File: config.mk
export PLATFORM = sky130hd
export DESIGN_NAME = sar_seq
export DESIGN_NICKNAME = d
export VERILOG_FILES = /design/src/rtl/sar_seq.sv
export SDC_FILE = /design/constraint.sdc
export NUM_CORES = 1
export LEC_CHECK = 0
export BUFFER_PORTS_ARGS = -buffer_cell sky130_fd_sc_hd__buf_2
export CELL_PAD_IN_SITES_DETAIL_PLACEMENT = 1
export CELL_PAD_IN_SITES_GLOBAL_PLACEMENT = 2
export CORE_ASPECT_RATIO = 1.2
export CORE_UTILIZATION = 45
export DETAILED_ROUTE_END_ITERATION = 10
export PLACE_DENSITY_LB_ADDON = 0.2
export SETUP_SLACK_MARGIN = 0.05
export SLEW_MARGIN = 40
export SYNTH_ARGS = -nofsm -noshare
export SYNTH_HDL_FRONTEND = slang
export SYNTH_SLANG_ARGS = --single-unit
File: constraint.sdc
create_clock -name clk -period 7 [get_ports clk]
set_input_delay 0.7 -clock clk [delete_from_list [all_inputs] [get_ports clk]]
set_output_delay 0.7 -clock clk [all_outputs]
set_load 0.1 [all_outputs]
File: src/rtl/sar_seq.sv
module sar_seq #(
  parameter int NCH          = 8,
  parameter int DW           = 8,
  parameter int SAMPLE_TICKS = 80,
  parameter int BIT_TICKS    = 7,
  parameter int TAIL_TICKS   = 2
) (
  input  logic          clk,
  input  logic          rst_n,
  input  logic          bus_we,
  input  logic [3:0]    bus_addr,
  input  logic [7:0]    bus_wdata,
  output logic [7:0]    bus_rdata,
  input  logic          trig_ext_i,
  input  logic          cmp_i,
  output logic [DW-1:0] dac_o,
  output logic [2:0]    ch_o,
  output logic          sample_o,
  output logic          busy_o,
  output logic          eoc_o
);
  localparam int CW = $clog2(NCH);
  localparam int PW = $clog2(SAMPLE_TICKS + 1);
  localparam logic [3:0] A_CTRL = 4'(NCH);
  localparam logic [3:0] A_STAT = 4'(NCH + 1);

  typedef enum logic [1:0] {S_IDLE, S_SAMP, S_CONV, S_TAIL} st_t;
  st_t st;

  logic [CW-1:0] start_ch, cur_ch;
  logic          auto_en, ext_en, ext_q;
  logic [2:0]    pr;
  logic [3:0]    pre_cnt, div_m1;
  logic [PW-1:0] ph;
  logic [DW-1:0] sar, mask;
  logic [DW-1:0] res [NCH];
  logic          tick, go, sw_start, ext_rise, wr_res;

  assign busy_o   = (st != S_IDLE);
  assign sample_o = (st == S_SAMP);
  assign ch_o     = cur_ch;
  assign dac_o    = (st == S_CONV) ? (sar | mask) : sar;
  assign div_m1   = (pr == 3'd7) ? 4'd0 : {~pr, 1'b1};
  assign tick     = busy_o && (pre_cnt == div_m1);
  assign sw_start = bus_we && (bus_addr == A_STAT) && bus_wdata[0];
  assign ext_rise = ext_en && trig_ext_i && !ext_q;
  assign go       = (sw_start || ext_rise) && !busy_o;
  assign wr_res   = tick && (st == S_TAIL) && (ph == PW'(TAIL_TICKS - 1));

  always_comb begin
    bus_rdata = '0;
    if (bus_addr < 4'(NCH))      bus_rdata = 8'(res[bus_addr[CW-1:0]]);
    else if (bus_addr == A_CTRL) bus_rdata = {ext_en, pr, auto_en, start_ch};
    else if (bus_addr == A_STAT) bus_rdata = {6'd0, busy_o, eoc_o};
  end

  always_ff @(posedge clk or negedge rst_n) begin
    if (!rst_n) begin
      start_ch <= '0;
      auto_en  <= 1'b0;
      pr       <= 3'd0;
      ext_en   <= 1'b0;
      ext_q    <= 1'b0;
    end else begin
      ext_q <= trig_ext_i;
      if (bus_we && bus_addr == A_CTRL)
        {ext_en, pr, auto_en, start_ch} <= bus_wdata;
    end
  end

  always_ff @(posedge clk or negedge rst_n) begin
    if (!rst_n) begin
      for (int i = 0; i < NCH; i++) res[i] <= '0;
    end else if (wr_res) begin
      res[cur_ch] <= sar;
    end
  end

  always_ff @(posedge clk or negedge rst_n) begin
    if (!rst_n) begin
      st      <= S_IDLE;
      cur_ch  <= '0;
      pre_cnt <= '0;
      ph      <= '0;
      sar     <= '0;
      mask    <= '0;
      eoc_o   <= 1'b0;
    end else if (go) begin
      st      <= S_SAMP;
      cur_ch  <= start_ch;
      pre_cnt <= '0;
      ph      <= '0;
      sar     <= '0;
      mask    <= DW'(1) << (DW - 1);
      eoc_o   <= 1'b0;
    end else if (busy_o) begin
      pre_cnt <= tick ? 4'd0 : pre_cnt + 4'd1;
      if (tick) begin
        case (st)
          S_SAMP:
            if (ph == PW'(SAMPLE_TICKS - 1)) begin
              ph <= '0;
              st <= S_CONV;
            end else ph <= ph + 1'b1;
          S_CONV:
            if (ph == PW'(BIT_TICKS - 1)) begin
              ph <= '0;
              if (cmp_i) sar <= sar | mask;
              mask <= mask >> 1;
              if (mask[0]) st <= S_TAIL;
            end else ph <= ph + 1'b1;
          S_TAIL:
            if (ph == PW'(TAIL_TICKS - 1)) begin
              ph <= '0;
              if (auto_en && cur_ch != CW'(NCH - 1)) begin
                cur_ch <= cur_ch + 1'b1;
                st     <= S_SAMP;
                sar    <= '0;
                mask   <= DW'(1) << (DW - 1);
              end else begin
                st    <= S_IDLE;
                eoc_o <= 1'b1;
              end
            end else ph <= ph + 1'b1;
          default: st <= S_IDLE;
        endcase
      end
    end
  end

  AST_IDLE_NO_SAMPLE: assert property (@(posedge clk) disable iff (!rst_n)
    !busy_o |-> !sample_o && dac_o == '0 || !busy_o && !sample_o);
  AST_EOC_IDLE: assert property (@(posedge clk) disable iff (!rst_n)
    eoc_o |-> !busy_o);
  AST_SCAN_STEP: assert property (@(posedge clk) disable iff (!rst_n)
    (busy_o && $past(busy_o) && ch_o != $past(ch_o)) |-> ch_o == $past(ch_o) + 1'b1);
  AST_BUSY_TRIG_IGNORED: assert property (@(posedge clk) disable iff (!rst_n)
    (busy_o && sw_start && !tick) |=> busy_o && $stable(ch_o) && !eoc_o);
  AST_FIRST_TRIAL: assert property (@(posedge clk) disable iff (!rst_n)
    ($past(sample_o) && !sample_o && busy_o) |-> dac_o == (DW'(1) << (DW - 1)));
  AST_EOC_ON_END: assert property (@(posedge clk) disable iff (!rst_n)
    ($past(busy_o) && !busy_o) |-> eoc_o);
endmodule

# Yosys cells after proc, flatten, opt, wreduce, memory -nomap -nowiden
# Cells that the tools add are included.
# W data, S select, Z words.
# classes
n_lt_le_gt_ge	4
reduce_logical	28
n_bitwise	4
n_addsub	3
mul	0
n_div	0
eq_ne	18
muxes	57
shifts	0
# ops
cell	count
$mux W8	19
$bwmux W64	1
$mux W7	6
$pmux W8 S2	2
$bmux W8 S3	1
$demux W8 S3	1
$pmux W7 S3	1
$mux W3	6
$mux W2	8
$mux W4	4
$reduce_and A6 Y1	2
$reduce_bool A2 Y1	6
$logic_and A1 B1 Y1	11
$reduce_and A5 Y1	2
$ne A3 B2 Y1 const B	3
$ne A3 B3 Y1 const B	3
$eq A4 B4 Y1 const B	2
$ge A4 B4 Y1 const B	2
$not A3 Y4	2
$or A8 B8 Y8	1
$add A7 B1 Y7 const B	1
$eq A7 B1 Y1 const B	1
$eq A7 B3 Y1 const B	1
$eq A7 B7 Y1 const B	1
other kinds (19)	27
# word_totals
elab_cells	134
in_bits	17
romBits	0
register_bits	106
out_inout_bits	22
latch_bits	0
n_memories	0
mem_bits_rw	0

# Logic depth before layout (Yosys ltp)
# Gate-level depths: netlist of run 1.
# depth
word_depth	8
ltp_mapped	8
mapped_depth_nobuf	7

# Worst setup path before layout of run 1
# No wires, ideal clock.
# synth_timing
path_kind	input to output
startpoint	input port bus_addr[1]
endpoint	output port bus_rdata[2]
arrival_time_ns	3.780
path_buffers	2
path_stages	5
required_time_ns	6.300
path_slack_ns	2.520
cell_sequence	clkbuf_1 buf_1 mux4_2 mux2i_1 o21ai_0
# synth_via
elab_chain_cells	5
word_cells_on_any_way	8
classes_between	order compare: 1; eq/ne: 1; mux: 5; bitwise: 1
# synth_rtl
item	line	source
from (decl)	11	input logic [3:0] bus_addr,
$not A3 Y4 (implied by the code)	52	if (bus_addr < 4'(NCH)) bus_rdata = 8'(res[bus_addr[CW-1:0]]);
$bmux W8 S3	52	
$mux W8 (implied by the code) (2 in series)	52	
$mux W8 *	52	
to (decl)	13	output logic [7:0] bus_rdata,
# Every way passes the cells marked *; elsewhere a longest branch is shown, timed or not. The select of a mux whose other input is x is not followed.

# Worst setup path in the final report of run 1
# layout_timing
startpoint	input port bus_addr[1]
endpoint	output port bus_rdata[5]
# Same word-level chain as after synthesis.

==> results.cfg, run 1 <==
[floorplan]
placementRows = 43
floorplan.initialDensity_pct = 46.4
core_sq_um = 11600
io-pin-count = 39
die-width_microns = 102
die-height_microns = 122
die_area_sq_um = 12400

[setup_path]
r2r-end = mask[5]
worst-setup-path-type = primary input to primary output
element_type_at_the_critical_path_start = primary input
worstPathRequired_ps = 6300
critPathMaxFanout = 19
cp-end-kind = primary output
startpoint = bus_addr[1]
depth_of_the_worst_register_to_register_path = 7
regToRegStartpoint = ch_o[0]
critical_path_at_ps = 2550
reg2reg_slack_ps = 3780

[place]
io_buffer_count = 38
gp_congestion = 0.814
hpwl_after_detailed_placement_microns = 9100
placed_cell_area_sq_um = 5690

[clock_network]
cts_sinks = 106
cts-htree-levels = 3
cts_resized = 0
numCtsBuffers = 9
number_of_hold_buffers_added_after_cts = 0
cts_post_setup_buffers_inserted = 0
clkSlewWorstSetupHoldPaths_ps = 70
insertion_delay_ps = 360
root_buffer = sky130_fd_sc_hd__clkbuf_16
cts-root-to-sink-buffers = 2
tritoncts = done

[global_route]
grt_start_max_net_pins = 58
antenna_violations_before_repair = 0
grt_pass1_vias = 3797
global_route.usage.total_pct = 22.8
global_route_wire_length_before_repair_microns = 20700
grt_remaining_overflow = 0

[cells_and_area]
final_cell_mix = 106 x sky130_fd_sc_hd__dfrtp_1, 73 x sky130_fd_sc_hd__mux2_2, 37 x sky130_fd_sc_hd__buf_2
layout-drive-gt1-share_pct = 36.0
design_area_sq_um = 6010
area.growth.synth_to_final_pct = 11.5
mostFrequentLayoutCell = sky130_fd_sc_hd__dfrtp_1
num-nets-final = 475
n_fill_cell = 1216
antenna-diode-count = 0

[timing]
rsz_0062_raised_after_global_routing = false
number_of_pins_exceeding_their_max_slew_limit_in_the_final_report = 0
final-setup-viol-count = 0
worst_clock_skew_ps = 8.85
post-route-period-util_pct = 46.4
tns_ps = 0
final_min_period_ps = 3250
tightest_slew_ps = 797
max_freq_mhz = 308
worst_slew_margin_rel_pct = 46.3
final-hold-violation-count = 0

[routing]
detail_route.wl_per_cell_microns = 21.3
antenna_left = 0
route.vias.total = 3520
firstDrtPassIters = 4
drt_drc_violations_left = 0
dr.first_iter.drc_count = 86
drt-vias-per-instance = 5.80
totalWireLength_microns = 12900

[logic_synthesis]
yosys.area.top_type_share_pct = 49.2
yosys_warns = 0
number_of_enable_flip_flop_cells_after_synthesis = 0
gate_count_after_technology_mapping = 421
post_synth.cell_area_avg_sq_um = 12.8
net_count_after_synthesis = 451
synth.largest_area_cell = sky130_fd_sc_hd__dfrtp_1
synthesis.area_sq_um = 5390
synth_seq_area_share_pct = 49.2
dominant_cells_by_area_after_synthesis = sky130_fd_sc_hd__dfrtp_1 49%, sky130_fd_sc_hd__mux2_2 15%, sky130_fd_sc_hd__mux4_2 6.7%
synth-async-reset-ratio_pct = 100
postSynthRegisterBits = 106
post_synth_num_cell_types = 56
ys.flop_type = sky130_fd_sc_hd__dfrtp_1

[min_path]
min_path_type = primary input to asynchronous set/reset pin

[run]
drv.max_cap_violation_count = 0

[outcome]
run_status = finished clean

[power]
p_per_area_nw_per_um2 = 285
power.static_leakage_nw = 2.88
power.ir.vdd_worst_uv = 134
-- through the flow --
step,setup WS [ps],hold slack [ps],utilization (%),cells,total power [W]
final,3750,362,51.7,607,0.00171
after global routing,3510,415,51.7,607,0.00180
after CTS,3730,395,51.6,607,0.00172
after detailed placement,3720,492,48.9,591,0.00119
after global placement,3730,482,48.9,591,0.00117
after floorplan,2520,404,-,421,0.00107
-- how the worst max path moves through the flow --
stage              endpoint  slack (ps)  cells past startpoint
2_1_floorplan  bus_rdata[2]        2520                      5
3_3_place_gp   bus_rdata[4]        3730                      5
3_5_place_dp   bus_rdata[4]        3720                      5
4_1_cts        bus_rdata[4]        3730                      5
5_1_grt             mask[4]        3510                      7
6_report       bus_rdata[5]        3750                      6
-- critical path, cell delays in order --
cell and delay, ps:
sky130_fd_sc_hd__buf_2 270, sky130_fd_sc_hd__or3b_2 530, sky130_fd_sc_hd__nor2_1 390, sky130_fd_sc_hd__nand2_1 120, sky130_fd_sc_hd__o21ai_0 90, sky130_fd_sc_hd__buf_2 440
-- report_power, final --
| group | total (W) | switching (W) | leakage, nW | internal (W) |
|---|---|---|---|---|
| registers | 0.000764 | 0.0000970 | 1.40 | 0.000667 |
| logic | 0.000412 | 0.000273 | 1.33 | 0.000139 |
| clock network | 0.000534 | 0.000249 | 0.155 | 0.000285 |
| total | 0.00171 | 0.000619 | 2.88 | 0.00109 |
-- registers in the layout, indices dropped and copies added (netlist names) --
name,count
auto_en,1
ch_o,3
eoc_o,1
ext_en,1
ext_q,1
mask,8
ph,7
pr,3
pre_cnt,4
res,64
sar,8
st,2
start_ch,3
-- area by class of cell --
cell class	instances	area (sq um)	share of cell area, %
Multi-Input combinational cell	281	2620	43.6
Tap cell	157	196	3.27
Sequential cell	106	2650	44.2
Clock buffer	9	225	3.75
Inverter	8	30.0	0.500
Clock inverter	7	85.1	1.42
Timing Repair Buffer	39	200	3.33
-- cell usage after synthesis, types with 9 or more instances --
library cell               number
sky130_fd_sc_hd__clkbuf_1      12
sky130_fd_sc_hd__o21ai_0       14
sky130_fd_sc_hd__a31oi_1        9
sky130_fd_sc_hd__a21oi_1        9
sky130_fd_sc_hd__mux2i_1       12
sky130_fd_sc_hd__dfrtp_1      106
sky130_fd_sc_hd__nand2_1       19
sky130_fd_sc_hd__buf_1         13
sky130_fd_sc_hd__ha_1          13
sky130_fd_sc_hd__nand3_1       12
sky130_fd_sc_hd__mux2_2        73
sky130_fd_sc_hd__mux4_2        16
sky130_fd_sc_hd__a22o_1         9
sky130_fd_sc_hd__nor2_1        19
-- layer usage --
| layer | vias up | wire, microns | GRT usage [%] | share of wire, % |
|---|---|---|---|---|
| li1 | 1618 | - | - | - |
| met1 | 1827 | 5700 | 29.5 | 44 |
| met2 | 52 | 6560 | 37.6 | 51 |
| met3 | 23 | 323 | 3.61 | 2.5 |
| met4 | 0 | 352 | 10.4 | 2.7 |
| met5 | - | 0 | 0 | 0 |
-- logic make-up (layout without fill, tap and decap cells) --
group           after synthesis  in the layout  share of synthesized area [%]
buf+inv                      34             63                           2.39
compound gates               77             77                           10.5
flops                       106            106                           49.2
simple gates                 85             85                           9.85
mux                         102            102                           24.4
xor+xnor                      4              4                          0.650
fa+ha+maj                    13             13                           3.02
(Power assumes the default switching activity.)
==> inputs of run 2 (changes only) <==
--- a/config.mk
+++ b/config.mk
@@ -5,11 +5,12 @@
 export SDC_FILE = /design/constraint.sdc
 export NUM_CORES = 1
 export LEC_CHECK = 0
+export ABC_AREA = 1
 export BUFFER_PORTS_ARGS = -buffer_cell sky130_fd_sc_hd__buf_2
 export CELL_PAD_IN_SITES_DETAIL_PLACEMENT = 1
 export CELL_PAD_IN_SITES_GLOBAL_PLACEMENT = 2
 export CORE_ASPECT_RATIO = 1.2
-export CORE_UTILIZATION = 45
+export CORE_UTILIZATION = 34
 export DETAILED_ROUTE_END_ITERATION = 10
 export PLACE_DENSITY_LB_ADDON = 0.2
 export SETUP_SLACK_MARGIN = 0.05
==> constraint.sdc (replaced) <==
create_clock -name clk -period 2.9 [get_ports clk]
set_input_delay 0.29 -clock clk [delete_from_list [all_inputs] [get_ports clk]]
set_output_delay 0.29 -clock clk [all_outputs]
set_load 0.1 [all_outputs]
==> results.cfg, run 2 <==
[clock_network]
insertion_delay_ps = 360
cts-root-to-sink-buffers = 2
root_buffer = sky130_fd_sc_hd__clkbuf_16
cts-htree-levels = 3
numCtsBuffers = 9
cts_resized = 0
clkSlewWorstSetupHoldPaths_ps = 70
tritoncts = done
cts_sinks = 106

[logic_synthesis]
post_synth.cell_area_avg_sq_um = 8.45
gate_count_after_technology_mapping = 671
postSynthRegisterBits = 106
dominant_cells_by_area_after_synthesis = sky130_fd_sc_hd__dfrtp_1 47%, sky130_fd_sc_hd__nand2_1 11%, sky130_fd_sc_hd__o21ai_0 5.7%
yosys_warns = 0
synthesis.area_sq_um = 5670
post_synth_num_cell_types = 38
synthTopCellsByCount = 169 x sky130_fd_sc_hd__nand2_1, 106 x sky130_fd_sc_hd__dfrtp_1, 64 x sky130_fd_sc_hd__o21ai_0
net_count_after_synthesis = 701
synth.largest_area_cell = sky130_fd_sc_hd__dfrtp_1
synth-async-reset-ratio_pct = 100
synth.most_common_cell = sky130_fd_sc_hd__nand2_1
synth_seq_area_share_pct = 46.8
number_of_enable_flip_flop_cells_after_synthesis = 0
ys.flop_type = sky130_fd_sc_hd__dfrtp_1
yosys.area.top_type_share_pct = 46.8

[timing]
tightest_slew_ps = 594
rsz_0062_raised_after_global_routing = false
max_freq_mhz = 414
number_of_pins_exceeding_their_max_slew_limit_in_the_final_report = 0
final_min_period_ps = 2420
final-setup-viol-count = 0
final-hold-violation-count = 0
worst_clock_skew_ps = 6.96
post-route-period-util_pct = 83.3
worst_slew_margin_rel_pct = 60.4

[place]
io_buffer_count = 38
placed_cell_area_sq_um = 6060
hpwl_after_detailed_placement_microns = 12200
gp_congestion = 0.765

[floorplan]
placementRows = 51
die_area_sq_um = 17200
io-pin-count = 39
core_sq_um = 16300
floorplan.initialDensity_pct = 34.8
die-width_microns = 120
die-height_microns = 143

[power]
p_int_w = 0.00289
power_switching_w = 0.00278
fraction_of_power_consumed_by_the_clock_network_pct = 22.9
power.static_leakage_nw = 3.00
sw_ratio_pct = 49.1
p_per_area_nw_per_um2 = 891
power.ir.vdd_worst_uv = 602
power.combinational.fraction_pct = 43.8
power_frac_seq_pct = 33.2

[global_route]
antenna_violations_before_repair = 0
global_route.usage.total_pct = 21.0
global_route.usage.met3_pct = 2.58
grt_start_max_net_pins = 43
global_route_wire_length_before_repair_microns = 27100
met2_demand_to_capacity_share_in_global_routing_pct = 35.9
grt_remaining_overflow = 0
global_route.peak_usage_layer = met2
met1_global_route_usage_pct = 26.9
grt_pass1_vias = 4734

[setup_path]
worst-setup-path-type = register to primary output
critical_path.cell_chain = inv_1 > ha_1 > inv_1 > o21ai_1 > buf_2
element_type_at_the_critical_path_start = register
worst-path-buf-inv = 3
critical_path_at_ps = 2130
depth_of_the_worst_register_to_register_path = 10
worstPathRequired_ps = 2610
regToRegStartpoint = st[0]
cpMostUsedCell = sky130_fd_sc_hd__inv_1
critPathSlowestCell = sky130_fd_sc_hd__dfrtp_1
endpoint = dac_o[0]
startpoint = st[0]
reg2reg_slack_ps = 640
critical_path_max_stage_delay_ps = 460
cp-end-kind = primary output
critical_path_cell_count = 5
critPathMaxFanout = 11
r2r-end = ph[5]
cpLargestDelayFamily = buffers and inverters

[run]
drv.max_cap_violation_count = 0

[cells_and_area]
layout-drive-gt1-share_pct = 13.4
layout.core_utilization_pct = 39.2
largest_register_ffs = 64
num-nets-final = 729
design_area_sq_um = 6370
register_ranked_first_by_flip_flop_count = res
area.growth.synth_to_final_pct = 12.5
mostFrequentLayoutCell = sky130_fd_sc_hd__nand2_1
final_cell_mix = 169 x sky130_fd_sc_hd__nand2_1, 106 x sky130_fd_sc_hd__dfrtp_1, 64 x sky130_fd_sc_hd__o21ai_1
largestRegisters = res: 64 flops, mask: 8 flops, sar: 8 flops
antenna-diode-count = 0

[routing]
antenna_left = 0
firstDrtPassIters = 4
totalWireLength_microns = 16700
dr.first_iter.drc_count = 274
route.vias.total = 4642
drt_drc_violations_left = 0
detail_route.wl_per_cell_microns = 18.3
drt-vias-per-instance = 5.07

[outcome]
run_status = finished clean

[min_path]
min_path_type = primary input to register
run 2: cell types whose count changed after synthesis, moves of 9 or more:
cell | previous run | this run
sky130_fd_sc_hd__inv_1 | 8 | 56
sky130_fd_sc_hd__o2111ai_1 | 2 | 12
sky130_fd_sc_hd__o21ai_0 | 14 | 64
sky130_fd_sc_hd__nand3_1 | 12 | 48
sky130_fd_sc_hd__nor2_1 | 19 | 52
sky130_fd_sc_hd__a22o_1 | 9 | 0
sky130_fd_sc_hd__o21ai_1 | 0 | 56
sky130_fd_sc_hd__mux2_2 | 73 | 0
sky130_fd_sc_hd__mux4_2 | 16 | 0
sky130_fd_sc_hd__mux2i_1 | 12 | 0
sky130_fd_sc_hd__nand2_1 | 19 | 169
sky130_fd_sc_hd__buf_6 | 0 | 10
sky130_fd_sc_hd__buf_1 | 13 | 1
run 2: timing repair:
item / in CTS / in global routing
endpoints found under the hold margin: 40 / 0
buffers inserted: 0 / 0
hold buffers: 1 / 0
run 2: metal layers:
layer	vias to the layer above	share of wire, %
li1	2283	-
met1	2299	46
met2	42	51
met3	18	1.6
met4	0	2.0
met5	-	0
run 2: logic make-up (layout without fill, tap and decap cells):
family	Yosys count	in the layout	synth area share (%)
DFF	106	106	46.8
and+or+nand+nor	311	311	27.3
adders and majority gates	13	13	2.87
xor gates and xnor gates	5	5	0.773
AOI/OAI and AO/OA	149	149	14.8
buffers and inverters	87	119	7.46
run 2: metrics by stage:
step / setup TNS [ps] / instances / power [W] / setup WS, ps / hold WS, ps
after floorplan: -2070 / 671 / 0.00377 / -517 / -5.59
after global placement: 0 / 899 / 0.00437 / 572 / 330
after detailed placement: 0 / 899 / 0.00443 / 521 / 336
after CTS: 0 / 915 / 0.00576 / 454 / 64.7
after global routing: 0 / 915 / 0.00600 / 311 / 74.4
final: 0 / 915 / 0.00568 / 485 / 72.9
run 2: worst min path at each step:
| stage | startpoint | to | slack, ps | depth (start not counted) |
|---|---|---|---|---|
| 3_5_place_dp | rst_n | res[44] | 340 | 1 |
| 4_1_cts | trig_ext_i | ext_q | 60 | 1 |
| 3_3_place_gp | rst_n | res[32] | 330 | 1 |
| 2_1_floorplan | rst_n | auto_en | -6 | 0 |
| 5_1_grt | trig_ext_i | ext_q | 70 | 1 |
| 6_report | trig_ext_i | ext_q | 70 | 1 |
run 2: area by class of cell:
| class | count | area, sq um |
|---|---|---|
| multi-input cells | 478 | 2590 |
| flip-flops and latches | 106 | 2650 |
| clock inverters | 3 | 65.1 |
| repair buffers | 43 | 323 |
| clock buffers | 12 | 236 |
| inverters | 61 | 239 |
| fillers | 1956 | 9900 |
| well taps | 212 | 265 |
run 2: power by group through the flow:
stage	Combinational (W)	Clock (W)	Sequential [W]
floorplan	0.00177	0	0.00201
global placement	0.00247	0	0.00190
detailed placement	0.00252	0	0.00191
CTS	0.00253	0.00134	0.00189
global route	0.00269	0.00139	0.00192
finish	0.00249	0.00130	0.00189
==> inputs of run 3 (changes only) <==
==> constraint.sdc (replaced) <==
create_clock -name clk -period 2.1 [get_ports clk]
set_input_delay 0.21 -clock clk [delete_from_list [all_inputs] [get_ports clk]]
set_output_delay 0.21 -clock clk [all_outputs]
set_load 0.1 [all_outputs]
==> results.cfg, run 3 (synthesis gave the netlist of run 2 again) <==
[timing]
final_min_period_ps = 1960
number_of_pins_exceeding_their_max_slew_limit_in_the_final_report = 0
max_freq_mhz = 510
worst_slew_margin_rel_pct = 46.1
post-route-period-util_pct = 93.3
setup_slack_ps = 140
final-setup-viol-count = 0
worst_clock_skew_ps = 10.0
rsz_0062_raised_after_global_routing = true
final-hold-violation-count = 0
tightest_slew_ps = 805

[clock_network]
numCtsBuffers = 9
insertion_delay_ps = 360
root_buffer = sky130_fd_sc_hd__clkbuf_16
tritoncts = done
cts-htree-levels = 3
cts_sinks = 106
cts-root-to-sink-buffers = 2
clkSlewWorstSetupHoldPaths_ps = 80

[run]
drv.max_cap_violation_count = 0

[setup_path]
critical_path.cell_chain = inv_1 > ha_1 > nor3b_2 > nand2_2 > nor2_8 > buf_12 > nand4_4 > nand2_1 > o21ai_1
critPathSlowestCell = sky130_fd_sc_hd__dfrtp_1
worst-setup-path-type = register to register
critical_path_max_stage_delay_ps = 430
worstPathRequired_ps = 2330
critPathMaxFanout = 16
element_type_at_the_critical_path_start = register
critical_path_at_ps = 2190
cp-end-kind = register

[global_route]
global_route.usage.total_pct = 21.7
antenna_violations_before_repair = 0
global_route_wire_length_before_repair_microns = 28200
grt_remaining_overflow = 0
grt_start_max_net_pins = 44
grt_pass1_vias = 5154

[routing]
drt-vias-per-instance = 5.19
dr.first_iter.drc_count = 298
drt_drc_violations_left = 0
antenna_left = 0
firstDrtPassIters = 4
detail_route.wl_per_cell_microns = 19.1
totalWireLength_microns = 18000
route.vias.total = 4914

[cells_and_area]
register_ranked_first_by_flip_flop_count = res
layout.core_utilization_pct = 42.8
largest_register_ffs = 64
design_area_sq_um = 6970
final_cell_mix = 169 x sky130_fd_sc_hd__nand2_1, 103 x sky130_fd_sc_hd__dfrtp_1, 58 x sky130_fd_sc_hd__o21ai_1
final-instance-count-excl-fill = 947
area_of_combinational_cells_with_multiple_inputs_sq_um = 2760
area.growth.synth_to_final_pct = 22.9
layout-drive-gt1-share_pct = 19.9
mostFrequentLayoutCell = sky130_fd_sc_hd__nand2_1
n_fill_cell = 1944
ff_latch_area_sq_um = 2660
num-nets-final = 760
antenna-diode-count = 0
largestRegisters = res: 64 flops, mask: 8 flops, sar: 8 flops

[place]
io_buffer_count = 38
gp_congestion = 0.813
hpwl_after_detailed_placement_microns = 12600
dp_worst_setup_slack_ps = 150
placedCellCount = 920
placed_cell_area_sq_um = 6400

[power]
power.ir.vdd_worst_uv = 908
power_switching_w = 0.00419
power_frac_seq_pct = 29.6
power.combinational.fraction_pct = 50.8
p_int_w = 0.00452
power.static_leakage_nw = 3.22
sw_ratio_pct = 48.1
fraction_of_power_consumed_by_the_clock_network_pct = 19.7
p_per_area_nw_per_um2 = 1250
design_power_total_w = 0.00870

[floorplan]
placementRows = 51
die_area_sq_um = 17200
floorplan.initialDensity_pct = 34.8
die-height_microns = 143
die-width_microns = 120
core_sq_um = 16300
io-pin-count = 39

[outcome]
run_status = finished clean

[min_path]
min_path_type = primary input to register
[run 3: layout make-up]
type,count,area share (%)
Clock buffer,13,3.88
Clock inverter,3,0.305
Inverter,61,3.59
Multi-Input combinational cell,482,39.6
Sequential cell,106,38.1
Tap cell,212,3.81
Timing Repair Buffer,70,10.7
[run 3: worst max-delay path, delay by kind of cell, from the launching register on]
kind,cells,cell delay (ps)
flops,1,430
fa+ha+maj,1,130
buf+inv,2,270
simple gates,5,900
compound gates,1,90
[run 3: per-stage QoR]
stage          setup TNS (ps)  hold slack, ps
2_1_floorplan           -4500           -85.6
3_3_place_gp                0             198
3_5_place_dp                0             196
4_1_cts                     0            47.5
5_1_grt                 -11.8            58.0
6_report                    0            55.6
[run 3: power groups by stage]
stage               clock [W]  sequential (W)  combinational, W
floorplan                   0         0.00277           0.00246
global placement            0         0.00260           0.00409
detailed placement          0         0.00261           0.00414
CTS                   0.00175         0.00257           0.00416
global route          0.00184         0.00261           0.00470
finish                0.00171         0.00257           0.00442
[run 3: worst paths after layout]
check	from	endpoint	slack, ps	cells after the start
setup / recovery	ph[1]	res[14]	140	9
hold / removal	bus_wdata[7]	ext_en	60	3
setup reg to reg	ph[1]	res[14]	140	9
hold reg to reg	res[45]	res[45]	490	2
max in group asynchronous	rst_n	ch_o[1]	1060	3
min in group asynchronous	rst_n	res[36]	350	2
[run 3: per-layer routing]
metal / up-vias / GRT usage, % / wire [microns]
met1: 2468 / 26.5 / 7680
met5: - / 0 / 0
li1: 2352 / - / -
met2: 70 / 38.9 / 9310
met4: 0 / 6.38 / 422
met3: 24 / 4.01 / 634
[run 3: repair_timing]
| item | in CTS | in global routing |
|---|---|---|
| setup buffers | 0 | 5 |
| endpoints found under the hold margin | 29 | 0 |
| gates cloned | 0 | 4 |
| resized for setup | 1 | 23 |
| pin swaps | 0 | 2 |
| hold buffers | 2 | 0 |
| endpoints found under the setup margin | 4 | 90 |
